--- src/rtl/scan_cnt_pkg.sv ---
package scan_cnt_pkg;

   typedef struct packed {
      logic pass_preset;
      logic keep_on_loss;
   } ctype_attr_t;

   // Type code to behaviour; unlisted codes behave as the plain clamped kind
   function automatic ctype_attr_t decode_ctype(input logic [2:0] code);
      ctype_attr_t a;
      case (code)
         3'd2, 3'd5: a = '{pass_preset: 1'b1, keep_on_loss: 1'b0};
         3'd3:       a = '{pass_preset: 1'b0, keep_on_loss: 1'b1};
         3'd4, 3'd6: a = '{pass_preset: 1'b1, keep_on_loss: 1'b1};
         default:    a = '{pass_preset: 1'b0, keep_on_loss: 1'b0};
      endcase
      return a;
   endfunction

endpackage

--- src/rtl/scan_edge.sv ---
module scan_edge #(
   parameter bit RISING = 1'b1
) (
   input  logic clk,
   input  logic rst_n,
   input  logic sig,
   output logic pulse
);
   logic prev_q;

   always_ff @(posedge clk or negedge rst_n) begin
      if (!rst_n) prev_q <= 1'b0;
      else        prev_q <= sig;
   end

   generate
      if (RISING) begin : g_lead
         assign pulse = sig & ~prev_q;
      end else begin : g_trail
         assign pulse = ~sig & prev_q;
      end
   endgenerate


   single_step_chk: assert property (@(posedge clk) disable iff (!rst_n)
      pulse |=> !pulse);
endmodule

--- src/rtl/cnt_type_dec.sv ---
module cnt_type_dec
   import scan_cnt_pkg::*;
#(
   parameter int unsigned CODE_W = 3
) (
   input  logic [CODE_W-1:0] code,
   output logic              pass_preset,
   output logic              keep_on_loss
);
   ctype_attr_t attr;

   generate
      if (CODE_W == 3) begin : g_native
         assign attr = decode_ctype(code);
      end else begin : g_resize
         assign attr = decode_ctype(3'(code));
      end
   endgenerate

   assign pass_preset  = attr.pass_preset;
   assign keep_on_loss = attr.keep_on_loss;
endmodule

--- src/rtl/cnt_acc.sv ---
module cnt_acc #(
   parameter int unsigned W       = 20,
   parameter int unsigned MAX_VAL = 999999
) (
   input  logic         clk,
   input  logic         rst_n,
   input  logic         step,
   input  logic         down,
   input  logic         clr,
   input  logic         restore,
   input  logic [W-1:0] saved,
   input  logic [W-1:0] preset,
   input  logic         pass_preset,
   input  logic         keep_on_loss,
   output logic [W-1:0] acc
);
   localparam logic [W-1:0] TOP = W'(MAX_VAL);

   logic [W-1:0] acc_q, acc_d, reload;

   assign reload = keep_on_loss ? ((saved > TOP) ? TOP : saved) : '0;

   always_comb begin
      acc_d = acc_q;
      if (clr) begin
         acc_d = '0;
      end else if (restore) begin
         acc_d = reload;
      end else if (step) begin
         if (down) begin
            if (acc_q != '0) acc_d = acc_q - 1'b1;
         end else if (acc_q != TOP && (pass_preset || acc_q < preset)) begin
            acc_d = acc_q + 1'b1;
         end
      end
   end

   always_ff @(posedge clk or negedge rst_n) begin
      if (!rst_n) acc_q <= '0;
      else        acc_q <= acc_d;
   end

   assign acc = acc_q;


   clr_zero_chk: assert property (@(posedge clk) disable iff (!rst_n)
      clr |=> (acc == '0));

   ceiling_chk: assert property (@(posedge clk) disable iff (!rst_n)
      acc <= TOP);

   no_overflow_chk: assert property (@(posedge clk) disable iff (!rst_n)
      (step && !down && !pass_preset && acc >= preset && !clr && !restore) |=> $stable(acc));

   floor_chk: assert property (@(posedge clk) disable iff (!rst_n)
      (step && down && acc == '0 && !clr && !restore) |=> (acc == '0));

   idle_hold_chk: assert property (@(posedge clk) disable iff (!rst_n)
      (!step && !clr && !restore) |=> $stable(acc));

   unit_step_chk: assert property (@(posedge clk) disable iff (!rst_n)
      (step && !clr && !restore) |=>
         (acc == $past(acc) || acc == $past(acc) + 1'b1 || acc + 1'b1 == $past(acc)));
endmodule

--- src/rtl/preset_event_counter.sv ---
module preset_event_counter #(
   parameter int unsigned W       = 20,
   parameter int unsigned CODE_W  = 3,
   parameter int unsigned MAX_VAL = 999999,
   parameter bit          RISING  = 1'b1
) (
   input  logic              clk,
   input  logic              rst_n,
   input  logic              count_in,
   input  logic              dir_dn,
   input  logic              clr,
   input  logic [CODE_W-1:0] ctype,
   input  logic [W-1:0]      preset,
   input  logic              restore,
   input  logic [W-1:0]      saved_val,
   output logic [W-1:0]      acc,
   output logic              hit
);
   localparam longint unsigned SPAN = longint'(1) << W;

   generate
      if (longint'(MAX_VAL) >= SPAN) begin : g_bad_max
         $error("MAX_VAL does not fit in W bits");
      end
      if (CODE_W < 1 || CODE_W > 3) begin : g_bad_code
         $error("CODE_W must be 1 to 3");
      end
   endgenerate

   logic step, pass_preset, keep_on_loss;

   scan_edge #(.RISING(RISING)) u_edge (
      .clk(clk), .rst_n(rst_n), .sig(count_in), .pulse(step));

   cnt_type_dec #(.CODE_W(CODE_W)) u_dec (
      .code(ctype), .pass_preset(pass_preset), .keep_on_loss(keep_on_loss));

   cnt_acc #(.W(W), .MAX_VAL(MAX_VAL)) u_acc (
      .clk(clk), .rst_n(rst_n), .step(step), .down(dir_dn), .clr(clr),
      .restore(restore), .saved(saved_val), .preset(preset),
      .pass_preset(pass_preset), .keep_on_loss(keep_on_loss), .acc(acc));

   assign hit = (acc >= preset);


   restore_drop_chk: assert property (@(posedge clk) disable iff (!rst_n)
      (restore && !clr && !keep_on_loss) |=> (acc == '0));
endmodule

--- config.mk ---
export PLATFORM = sky130hd
export DESIGN_NAME = preset_event_counter
export DESIGN_NICKNAME = d
export VERILOG_FILES = /design/src/rtl/scan_cnt_pkg.sv /design/src/rtl/scan_edge.sv /design/src/rtl/cnt_type_dec.sv /design/src/rtl/cnt_acc.sv /design/src/rtl/preset_event_counter.sv
export SDC_FILE = /design/constraint.sdc
export NUM_CORES = 1
export LEC_CHECK = 0
export BUFFER_PORTS_ARGS = -buffer_cell sky130_fd_sc_hd__buf_2
export CAP_MARGIN = 5
export CORE_MARGIN = 2
export CORE_UTILIZATION = 61
export DETAILED_ROUTE_END_ITERATION = 16
export GPL_TIMING_DRIVEN = 0
export HOLD_SLACK_MARGIN = 0.1
export PLACE_DENSITY = 0.88
export SETUP_SLACK_MARGIN = 0.1
export SYNTH_ARGS = -nofsm -noshare
export SYNTH_HDL_FRONTEND = slang
export SYNTH_HIERARCHICAL = 1
export SYNTH_SLANG_ARGS = --single-unit
--- constraint.sdc ---
create_clock -name clk -period 7.1 [get_ports clk]
set_input_delay 0.71 -clock clk [delete_from_list [all_inputs] [get_ports clk]]
set_output_delay 0.71 -clock clk [all_outputs]
set_load 0.01 [all_outputs]
==> results of run 1 <==
worst max-delay path: stages:
cell and delay [ps]:
buf_2 380, ha_1 330, a21oi_2 200, o2111ai_2 210
o221a_2 350, or2_2 340, a31oi_1 200, mux2_2 350
o22ai_1 110
sequential cells by signal, summed over array words and instances, names as in the netlist:
name / flops
u_acc/acc: 20
u_edge/prev_q: 1
kinds of logic after synthesis:
group	count (synthesis)
buf+inv	56
flops	21
simple gates	118
xor+xnor	10
compound gates	135
fa+ha+maj	58
mux	8
final cells by class:
cell class                 instances  share of cell area, %
buffer                             9                   1.66
clock buffer                       3                   1.12
clock inverter                     1                  0.136
inverter                          47                   4.78
multi-input combinational        329                   66.6
sequential                        21                   14.3
tap                               70                   2.38
timing repair buffer              67                   9.09
per-layer routing:
metal  routed length, µm  vias up  part of all wire, %  GRT usage (%)
li1                    -     1646                    -              -
met1                3780     1582                   43           41.9
met2                4060      192                   46           49.5
met3                 743       16                  8.5           2.61
met4                 186        0                  2.1           8.73
met5                   0        -                    0              0
cells in the mapped netlist, drive strengths merged, types with 7 or more instances:
cell / number
a21o: 13
a21oi: 40
dfrtp: 21
ha: 57
inv: 47
nand2: 27
nand3: 7
nand4: 8
nor2: 31
nor2b: 7
o21a: 7
o21ai: 27
o221ai: 7
metrics by stage:
stage	total power, µW	instance area, µm²	setup WS [ps]	instances
final	669	3690	4070	547
after CTS	663	3690	4080	547
after global routing	727	3690	3970	547
after detailed placement	586	3640	3830	543
after global placement	568	3640	3860	543
after floorplan	469	3220	4450	406
power groups by stage:
stage	registers, µW	clock network (µW)	logic, µW
after floorplan	184	0	285
after global placement	189	0	379
after detailed placement	191	0	395
after CTS	188	75.9	399
after global routing	193	82.0	452
final	189	74.8	405
worst min-delay path by stage:
stage	startpoint	endpoint	slack (ps)	cells after the start
after floorplan	rst_n	u_acc/acc[0]	410	0
after global placement	u_acc/acc[11]	u_acc/acc[11]	630	2
after detailed placement	u_acc/acc[11]	u_acc/acc[11]	640	2
after CTS	rst_n	u_edge/prev_q	410	1
after global routing	rst_n	u_acc/acc[9]	440	1
final	rst_n	u_edge/prev_q	400	1
==> out/results.ini, run 1 <==
[layout]
utilization_pct=72.2
final_common_cell=buf_2
regArea_um2=526
multi_input_area_um2=2450
drive_above_1_share_pct=21.0
syn2layout_area_growth_pct=14.6
n_antenna_cell=0
nFillCells=423
final_cell_mix=68 x buf_2, 57 x ha_1, 47 x inv_1
nets=585

[power_and_ir_drop]
p_seq_share_pct=28.3
p_int_uw=362
p_clk_share_pct=11.2
switching_power_uw=307
vdd_drop_max_mv=0.100
sw_frac_of_total_pct=45.9
powerDensity_nw_per_um2=181
p_leak_uw=0.00202
p_comb_share_pct=60.5

[setup_path]
timing.rr.end=u_acc/acc[16]
cp-end-kind=register
reg2reg_depth=8
arrival_ps=3200
cp-start-kind=input pin
r2r_slack_ps=4360
worstSetupPathType=input pin to register
worst-path-max-fanout=22
critPathLaunch=dir_dn
crit_path_end=u_acc/acc[13]
r2r_start=u_acc/acc[0]
cp.required_ps=7280

[floorplanning]
dieArea_um2=5870
dieWidth_um=76.6
row_count=26
die-height_um=76.6
initial_core_util_pct=63.0
coreArea_um2=5110
ioPinCount=70

[global_route]
grt_pass1_vias=3158
grt_antenna_before_repair=0
grt_max_degree=23
grt_pass1_wl_um=14700
grt.overflow.total=0
grt_util_all_layers_pct=30.0

[placement]
gp_congestion=0.945
port_buffers=67
hpwlAfterDp_um=7000

[synth]
synth_fa_ha_area_share_pct=22.8
synth_fp_nets=513
synth_top_family_by_area=compound AO/OA/AOI/OAI gates
yosysTopAreaCell=ha_1
synth-xor-area-share_pct=2.72
yosysSeqAreaShare_pct=16.3
ys_warn_count=6
synth-simple-area-share_pct=19.0
syn_area_per_cell_um2=7.93
yosys-top-cells-area=ha_1 22%, dfrtp_1 16%, a21oi_1 5.9%, inv_1 5.5%, nor2_1 3.6%
synth_top_area_share_pct=22.2
ys_ff_latch=21
ys.flop_type=dfrtp_1
ys_types=70
postSynthCellCount=406
async_reset_ff_share_pct=100
synth_edf_count=0
netlist_area_um2=3220
synth_compound_area_share_pct=29.1
synth.mux.area_fraction_pct=2.68

[sta]
timing.final.crit_share_pct=42.7
rsz0062_at_grt=false
fmax_mhz=330
hold_ws_ps=401
slew_headroom_pct=43.1
fin_setup_tns_ps=0
finalCriticalPeriod_ps=3030
hold_violations=0
drv_slew=0
fin_worst_skew_ps=1.78
setup_viol=0
worst_slew_pin_slew_ps=853

[routing]
wire_per_inst_um=16.0
drt_iter0_markers=263
drt.antenna.violating_nets=0
vias=3436
wl_um=8770
post-route-drc-count=0
routed_via_density=6.28
first_pass_iters=6

[clock_tree]
post_cts_resize_count=0
cts_tree=done
cts_inserted_buffers=3
ctsRootBufferMaster=clkbuf_8
worst_skew_pair.late_latency_ps=250
cts_setup_buffers=0
ctsHtreeMaxLevel=1
clk_pin_slew_ps=70
cts_hold_buf=0
cts_num_sinks=21
clockBufferDepth=2

[outcome]
outcome=finished clean

[run]
drv_cap=0

[min_path]
hold_class=input pin to asynchronous set/reset pin

Power figures use the tool's default switching activity.
==> run 2: changes to the inputs <==
Settings changed: CORE_UTILIZATION 61 to 56, PLACE_DENSITY 0.88 to 0.82.
Clock period 7.1 ns to 2.85 ns, I/O delays scaled along.
==> out/results.ini, run 2 (synthesis gave the netlist of run 1 again) <==
[sta]
drv_slew=0  ; unchanged
hold_violations=0  ; unchanged
slew_headroom_pct=46.2  ; +3.1 points
fin_worst_skew_ps=3.95  ; +2.18 ps
timing.final.crit_share_pct=94.2
rsz0062_at_grt=true
finalCriticalPeriod_ps=2680
setup_viol=0  ; unchanged
fin_setup_tns_ps=0  ; unchanged
worst_slew_pin_slew_ps=806  ; -46.9 ps
fmax_mhz=373
fin_ws_ps=167  ; -3900 ps

[power_and_ir_drop]
p_leak_uw=0.00204  ; +0.71%
p_comb_share_pct=60.7  ; +0.2 points
p_int_uw=927  ; +160%
p_seq_share_pct=27.9  ; -0.4 points
sw_frac_of_total_pct=46.1  ; +0.21 points
p_clk_share_pct=11.4  ; +0.2 points
powerDensity_nw_per_um2=456  ; +150%
vdd_drop_max_mv=0.222  ; +120%
switching_power_uw=793  ; +160%

[routing]
vias=3463  ; +0.79%
first_pass_iters=7  ; +1
post-route-drc-count=0  ; unchanged
drt.antenna.violating_nets=0  ; unchanged
drt_iter0_markers=314  ; +19%
routed_via_density=6.25  ; -0.49%
wire_per_inst_um=16.5  ; +2.7%
wl_um=9120  ; +4.0%

[setup_path]
cp_num_cells=8  ; -1
cpLargestDelayFamily=compound AO/OA/AOI/OAI gates
critPathMaxStageDelay_ps=510  ; +130 ps
arrival_ps=2820  ; -380 ps
worstSetupPathType=register to register
cp.required_ps=2990  ; -4290 ps
worst-path-max-fanout=9  ; -59%
worst_path_max_delay_cell=fa_1
reg2reg_depth=8  ; unchanged
cp-end-kind=register
cp-start-kind=register
crit_chain=fa_1, a211oi_2, o21ai_2, a21oi_2, o211ai_2, a311o_1, a32oi_1, a21oi_1
critPathBufInv=0  ; -1

[layout]
nFillCells=468  ; +11%
largest_register_ffs=20  ; unchanged
reg_top3=u_acc/acc (20), u_edge/prev_q (1)
final_common_cell=buf_2
syn2layout_area_growth_pct=17.2
utilization_pct=68.1  ; -4.1 points
drive_above_1_share_pct=23.0  ; +2.1 points
final_cell_mix=67 x buf_2, 55 x ha_1, 47 x inv_1
final_area_um2=3770  ; +2.3%
multi_input_area_um2=2490  ; +1.6%
n_antenna_cell=0  ; unchanged
nets=590  ; +0.85%
final_cells=554  ; +1.3%
regMostFlops=u_acc/acc
regArea_um2=529  ; +0.71%

[placement]
hpwlAfterDp_um=7010  ; +0.19%
place_area_um2=3640  ; about the same
post-place-cells=545  ; +0.37%
gp_congestion=0.955  ; +1.0%
pre_cts_ws_ps=-8.14  ; -3840 ps
port_buffers=67  ; unchanged

[floorplanning]
row_count=27  ; +3.8%
ioPinCount=70  ; unchanged
die-height_um=79.8  ; +4.1%
initial_core_util_pct=58.1  ; -4.9 points
dieArea_um2=6370  ; +8.5%
dieWidth_um=79.8  ; +4.1%
coreArea_um2=5540  ; +8.5%

[outcome]
outcome=finished clean

[global_route]
grt_pass1_vias=3090  ; -2.2%
grt_pass1_wl_um=14100  ; -3.9%
grt_max_degree=23  ; unchanged
grt.overflow.total=0  ; unchanged
grt_util_all_layers_pct=27.3  ; -2.7 points
grt_antenna_before_repair=0  ; unchanged

[clock_tree]
clk_pin_slew_ps=80  ; about the same
cts_tree=done
cts_num_sinks=21  ; unchanged
worst_skew_pair.late_latency_ps=260  ; about the same
ctsRootBufferMaster=clkbuf_8
clockBufferDepth=2  ; unchanged
ctsHtreeMaxLevel=1  ; unchanged
cts_inserted_buffers=3  ; unchanged

[run]
drv_cap=0  ; unchanged

[min_path]
hold_class=input pin to register
min_path_cells=1

## run 2: cell types whose count changed in the layout (fill, tap and decap cells not counted), sizes merged
cell / change
buf: +2
clkbuf: +1
clkinv: -1
clkinvlp: +1
dlygate4sd3: +1
o211ai: +1
## run 2: what timing repair did
item                       in CTS  in global routing
hold buffers                    1                  0
resized for setup               0                  8
setup buffers                   0                  3
setup endpoints to repair       0                 11
hold endpoints to repair       21                  0
## run 2: layout make-up
cell class / count / area share (%)
tap: 72 / 2.39
clock inverter: 1 / 0.199
sequential: 21 / 14.0
inverter: 47 / 4.68
clock buffer: 3 / 1.09
timing repair buffer: 71 / 9.82
multi-input combinational: 330 / 66.2
buffer: 9 / 1.63
## run 2: per-layer routing
metal  wire [µm]  GRT usage, %  up-vias
met1        3970          36.9     1608
met3         722          2.04       18
met2        4250          47.9      172
li1            -             -     1665
met4         179          5.25        0
met5           0             0        -
## run 2: power groups by stage
stage / registers, µW / clock network (µW) / logic, µW
detailed placement: 477 / 0 / 984
global placement: 475 / 0 / 950
finish: 480 / 197 / 1040
global route: 488 / 209 / 1150
CTS: 471 / 196 / 992
floorplan: 457 / 0 / 711
## run 2: worst paths after layout
path / from / endpoint / slack [ps]
max: u_acc/acc[0] / u_acc/acc[16] / 170
min: count_in / u_edge/prev_q / 140
max reg2reg: u_acc/acc[0] / u_acc/acc[16] / 170
min reg2reg: u_acc/acc[1] / u_acc/acc[1] / 660
max in group asynchronous: rst_n / u_acc/acc[4] / 2000
min in group asynchronous: rst_n / u_acc/acc[9] / 510
## run 2: metrics by stage
stage | hold slack [ps] | total power (µW)
finish | 145 | 1720
global route | 139 | 1850
CTS | 144 | 1660
detailed placement | 254 | 1460
global placement | 252 | 1430
floorplan | -10.6 | 1170
